<file path="src/rtl/fws_pkg.sv">
package fws_pkg;
  // line levels of the two framing markers
  localparam logic LEAD_LVL  = 1'b1;
  localparam logic TRAIL_LVL = 1'b0;
  // framing overhead in bit times
  localparam int unsigned MARKER_BITS = 2;
endpackage

</file>
<file path="src/rtl/fws_frame_counter.sv">
module fws_frame_counter #(
  parameter int unsigned FRAME_LEN = 20
) (
  input  logic clk,
  input  logic rst,
  input  logic bit_en,
  output logic at_first,
  output logic at_last
);
  localparam int unsigned CW = (FRAME_LEN > 1) ? $clog2(FRAME_LEN) : 1;
  localparam logic [CW-1:0] LAST_POS = CW'(FRAME_LEN - 1);

  logic [CW-1:0] pos_q;

  always_ff @(posedge clk) begin
    if (rst) begin
      pos_q <= '0;
    end else if (bit_en) begin
      if (pos_q == LAST_POS) pos_q <= '0;
      else                   pos_q <= pos_q + 1'b1;
    end
  end

  assign at_first = (pos_q == '0);
  assign at_last  = (pos_q == LAST_POS);


  pos_range_chk: assert property (@(posedge clk) disable iff (rst)
    pos_q <= LAST_POS);


  pos_hold_chk: assert property (@(posedge clk) disable iff (rst)
    !bit_en |=> $stable(pos_q));
endmodule

</file>
<file path="src/rtl/fws_word_mux.sv">
module fws_word_mux #(
  parameter int unsigned WIDTH = 18,
  parameter int unsigned ONES  = 9
) (
  input  logic [WIDTH-1:0] din,
  input  logic             sync_req,
  output logic [WIDTH-1:0] word
);
  logic [WIDTH-1:0] align_pat;

  for (genvar i = 0; i < WIDTH; i++) begin : g_pat
    assign align_pat[i] = (i < ONES) ? 1'b1 : 1'b0;
  end

  always_comb begin
    word = sync_req ? align_pat : din;
  end
endmodule

</file>
<file path="src/rtl/fws_shifter.sv">
module fws_shifter #(
  parameter int unsigned WIDTH = 18
) (
  input  logic             clk,
  input  logic             rst,
  input  logic             bit_en,
  input  logic             load,
  input  logic [WIDTH-1:0] word,
  output logic             ser_o,
  output logic             taken_o
);
  import fws_pkg::*;

  logic [WIDTH:0] shreg_q;
  logic           ser_q;
  logic           taken_q;

  always_ff @(posedge clk) begin
    if (rst) begin
      shreg_q <= {(WIDTH+1){TRAIL_LVL}};
      ser_q   <= TRAIL_LVL;
      taken_q <= 1'b0;
    end else begin
      taken_q <= bit_en && load;
      if (bit_en) begin
        if (load) begin
          ser_q   <= LEAD_LVL;
          shreg_q <= {TRAIL_LVL, word};
        end else begin
          ser_q   <= shreg_q[0];
          shreg_q <= {TRAIL_LVL, shreg_q[WIDTH:1]};
        end
      end
    end
  end

  assign ser_o   = ser_q;
  assign taken_o = taken_q;


  lead_marker_chk: assert property (@(posedge clk) disable iff (rst)
    (bit_en && load) |=> (ser_o == LEAD_LVL));


  taken_single_chk: assert property (@(posedge clk) disable iff (rst)
    taken_o |=> !taken_o);
endmodule

</file>
<file path="src/rtl/framed_word_serializer.sv">
module framed_word_serializer #(
  parameter int unsigned PAYLOAD_W = 18,
  parameter int unsigned SYNC_ONES = PAYLOAD_W / 2
) (
  input  logic                 clk,
  input  logic                 rst,
  input  logic                 bit_en,
  input  logic [PAYLOAD_W-1:0] din,
  input  logic                 sync_req,
  output logic                 ser_o,
  output logic                 word_taken_o
);
  import fws_pkg::*;

  localparam int unsigned FRAME_LEN = PAYLOAD_W + MARKER_BITS;

  logic                 at_first;
  logic                 at_last;
  logic [PAYLOAD_W-1:0] sel_word;

  fws_frame_counter #(.FRAME_LEN(FRAME_LEN)) u_cnt (
    .clk      (clk),
    .rst      (rst),
    .bit_en   (bit_en),
    .at_first (at_first),
    .at_last  (at_last)
  );

  fws_word_mux #(.WIDTH(PAYLOAD_W), .ONES(SYNC_ONES)) u_mux (
    .din      (din),
    .sync_req (sync_req),
    .word     (sel_word)
  );

  fws_shifter #(.WIDTH(PAYLOAD_W)) u_shift (
    .clk     (clk),
    .rst     (rst),
    .bit_en  (bit_en),
    .load    (at_first),
    .word    (sel_word),
    .ser_o   (ser_o),
    .taken_o (word_taken_o)
  );


  trail_marker_chk: assert property (@(posedge clk) disable iff (rst)
    (bit_en && at_last) |=> (ser_o == TRAIL_LVL));


  line_hold_chk: assert property (@(posedge clk) disable iff (rst)
    !bit_en |=> $stable(ser_o));


  reset_idle_chk: assert property (@(posedge clk)
    rst |=> (ser_o == TRAIL_LVL && !word_taken_o));
endmodule

</file>
<file path="config.mk">
export PLATFORM = sky130hd
export DESIGN_NAME = framed_word_serializer
export DESIGN_NICKNAME = d
export VERILOG_FILES = /design/src/rtl/fws_pkg.sv /design/src/rtl/fws_frame_counter.sv /design/src/rtl/fws_word_mux.sv /design/src/rtl/fws_shifter.sv /design/src/rtl/framed_word_serializer.sv
export SDC_FILE = /design/constraint.sdc
export NUM_CORES = 1
export LEC_CHECK = 0
export ABC_AREA = 1
export BUFFER_PORTS_ARGS = -buffer_cell sky130_fd_sc_hd__buf_2
export CORE_ASPECT_RATIO = 1.5
export CORE_MARGIN = 2
export CORE_UTILIZATION = 55
export DETAILED_ROUTE_END_ITERATION = 16
export GPL_TIMING_DRIVEN = 0
export HOLD_SLACK_MARGIN = 0.03
export PLACE_DENSITY = 0.78
export SLEW_MARGIN = 15
export SYNTH_ARGS = -nofsm -noshare
export SYNTH_HDL_FRONTEND = slang
export SYNTH_SLANG_ARGS = --single-unit
</file>
<file path="constraint.sdc">
create_clock -name clk -period 1.6 [get_ports clk]
set_input_delay 0.24 -clock clk [delete_from_list [all_inputs] [get_ports clk]]
set_output_delay 0.24 -clock clk [all_outputs]
set_load 0.05 [all_outputs]
</file>
==> run summary <==
status -> finished clean
total number of vias -> 1349
# diodes -> 0
Seq pwr share -> 54.5%
Clock Pin Slew Worst Setup and Hold Paths -> 0.12 ns
total power -> 1270 µW
width of the die -> 45.7 µm
Net count, final -> 283
combinational share of power -> 24.1%
Peak Freq -> 717 MHz
# resized after CTS -> 0
grt total ovfl -> 0
CP peak stage delay -> 0.35 ns
Worst EP required -> 1.83 ns
most common cell after layout, fill and taps aside -> nand2_1
Detailed Route WL -> 2730 µm
number of synthesized register bits -> 25
Lkg Pwr -> 0.000918 µW
Hold-fix buffers, CTS -> 0
Synth Warn # -> 0
CP max-delay cell -> dfxtp_1
Util after Layout -> 64.4%
clock share of power -> 21.4%
Post-CTS Repair Setup Buffers -> 0
Final Hold Fails -> 0
GRT met1 Usage -> 25.4%
chip height -> 66.6 µm
Pins Over Slew Limit -> 0
DP HPWL -> 2080 µm
post-layout instance area -> 0.00160 mm²
vias in the first global route -> 1258
Setup CP Type -> register to register
worst-margin pin slew -> 0.506 ns
DRC errors left -> 0
power per cell area -> 795 mW/mm²
Compound-Gate Fraction of Synth Area -> 2.44%
GR Util All Layers -> 21.4%
share of layout cells above drive strength 1 -> 15.5%
starting density of the core -> 57.9%
top post-synthesis cells by area -> dfxtp_1, nand2_1, nand3_1
clock buffer depth -> 2
ys flop type -> dfxtp_1
Net Switching -> 384 µW
syn avg cell area -> 6.16 µm²
worst min path class -> primary input to register
XOR/XNOR share of the synthesized area -> 1.22%
fraction of registers with async set/reset -> 0%
met3 usage -> 1.90%
Peak VDD IR -> 0.000587 V
routed length per instance -> 9.67 µm
Sum Neg Setup Slack -> 0 ns
core region area -> 0.00248 mm²
largest net degree at the start of global routing -> 14
post-detailed-route count of antenna-violating nets -> 0
Post-synth EDFFs -> 0
register area share after synthesis -> 34.9%
RD Place Congestion -> 0.807
Synth top area share -> 34.9%
Port Buffer Count -> 21
clock root buffer master -> clkbuf_4
crit path capture type -> register
Pint -> 885 µW
initial antenna violation count -> 0
Final setup viols -> 0
clock net sink count -> 25
DIE AREA -> 0.00304 mm²
drt via density -> 4.78
Cells after Synth -> 233
switching share of power -> 30.2%
first-pass GRT wire length -> 4950 µm
hold slack -> 0.170 ns
Synth Area in Adders -> 1.74%
gr busiest metal -> met2
CP cell instances -> inv_1, ha_1, inv_2, nor2_8, nand2_4, buf_6, nand2_1, nand3_1, nand2_1, inv_1
CTS tree -> yes
Yosys top cell by area -> dfxtp_1
mux share of post-synthesis cell area -> 0%
Syn Std Cell Area -> 0.00144 mm²
Max Cap Viol -> 0
post-synth cell types -> 20
Clock Skews -> 0.00598 ns
Final period util -> 87.2%
worst-skew pair later-pin latency -> 0.31 ns
DR iter-0 viols -> 33
minimum clock period -> 1.40 ns
Crit path max-delay family -> simple AND/OR/NAND/NOR gates
RSZ-0062 raised after global routing -> no
relative slew slack -> 66.2%
crit-path max FO -> 10
Area Growth Syn to Fin -> 11.2%
Num CTS Buffers -> 3
I/O pins -> 24
commonest non-fill, non-tap cells in the layout -> nand2_1, nor2_1, inv_1, nand3_1
H-tree depth -> 1
Post-Synth Simple-Gate Area -> 42.9%
Worst setup SP type -> register
row count -> 22
syn nets -> 257
GR Util met2 -> 38.4%
Area after DPL -> 0.00157 mm²
main combinational cell family by area after synthesis -> simple AND/OR/NAND/NOR gates
Pre-antenna DRT Iters -> 4
crit path DAT -> 1.62 ns
critical path buffer and inverter count -> 4
## cell usage after synthesis (2+ instances only)
cell type,instances
clkbuf_1,3
buf_2,4
nor2_1,48
dfxtp_1,25
inv_2,4
o21ai_1,3
o21ai_0,2
ha_1,2
xor2_1,2
inv_1,40
nand2_1,54
buf_6,2
a21oi_1,2
nand3_1,36
## cells by family (layout without fill, tap and decap cells)
family | count (synthesis) | after routing
and+or+nand+nor | 142 | 142
adders and majority gates | 2 | 2
buffers and inverters | 55 | 80
xor gates and xnor gates | 2 | 2
DFF | 25 | 25
AOI/OAI and AO/OA | 7 | 7
## power groups by stage
stage | Sequential (µW) | Combinational (µW) | Clock [µW]
2_1_floorplan | 717 | 220 | 0
3_3_place_gp | 704 | 305 | 0
3_5_place_dp | 705 | 308 | 0
4_1_cts | 691 | 309 | 281
5_1_grt | 696 | 353 | 301
6_report | 692 | 306 | 272
## state kept, by name, summed over array words and instances (netlist names)
signal	count
u_cnt.pos_q	5
u_shift.shreg_q	18
u_shift.ser_o	1
u_shift.taken_o	1
## area by class of cell
type / instances / area (µm²)
flip-flops and latches: 25 / 500
well taps: 24 / 30.0
fillers: 251 / 881
clock buffers: 4 / 26.3
plain buffers: 11 / 76.3
inverters: 44 / 165
multi-input cells: 153 / 693
repair buffers: 21 / 105
## worst min-delay path, delay by kind of cell
family | cells | cell delay [ns]
compound gates | 1 | 0.06
buf+inv | 1 | 0.10
simple gates | 1 | 0.05
## metal layers
metal,up-vias,part of all wire (%)
met5,-,0
met4,0,1.6
met3,4,2.8
met2,24,49
met1,576,47
li1,745,-
## final timing paths
kind	from	endpoint	slack (ns)	depth (start not counted)
hold / removal	din[17]	u_shift.shreg_q[17]$_SDFFE_PP0P_	0.17	3
setup reg to reg	u_cnt.pos_q[1]$_SDFFE_PP0P_	u_shift.shreg_q[7]$_SDFFE_PP0P_	0.20	10
setup / recovery	u_cnt.pos_q[1]$_SDFFE_PP0P_	u_shift.shreg_q[7]$_SDFFE_PP0P_	0.20	10
hold reg to reg	u_shift.shreg_q[17]$_SDFFE_PP0P_	u_shift.shreg_q[17]$_SDFFE_PP0P_	0.51	2
## stage by stage
step                instances  setup WS [ns]
detailed placement        278          0.224
floorplan                 233          0.381
global route              282         0.0736
global placement          278          0.211
finish                    282          0.204
CTS                       282          0.203
(Power assumes the default switching activity.)
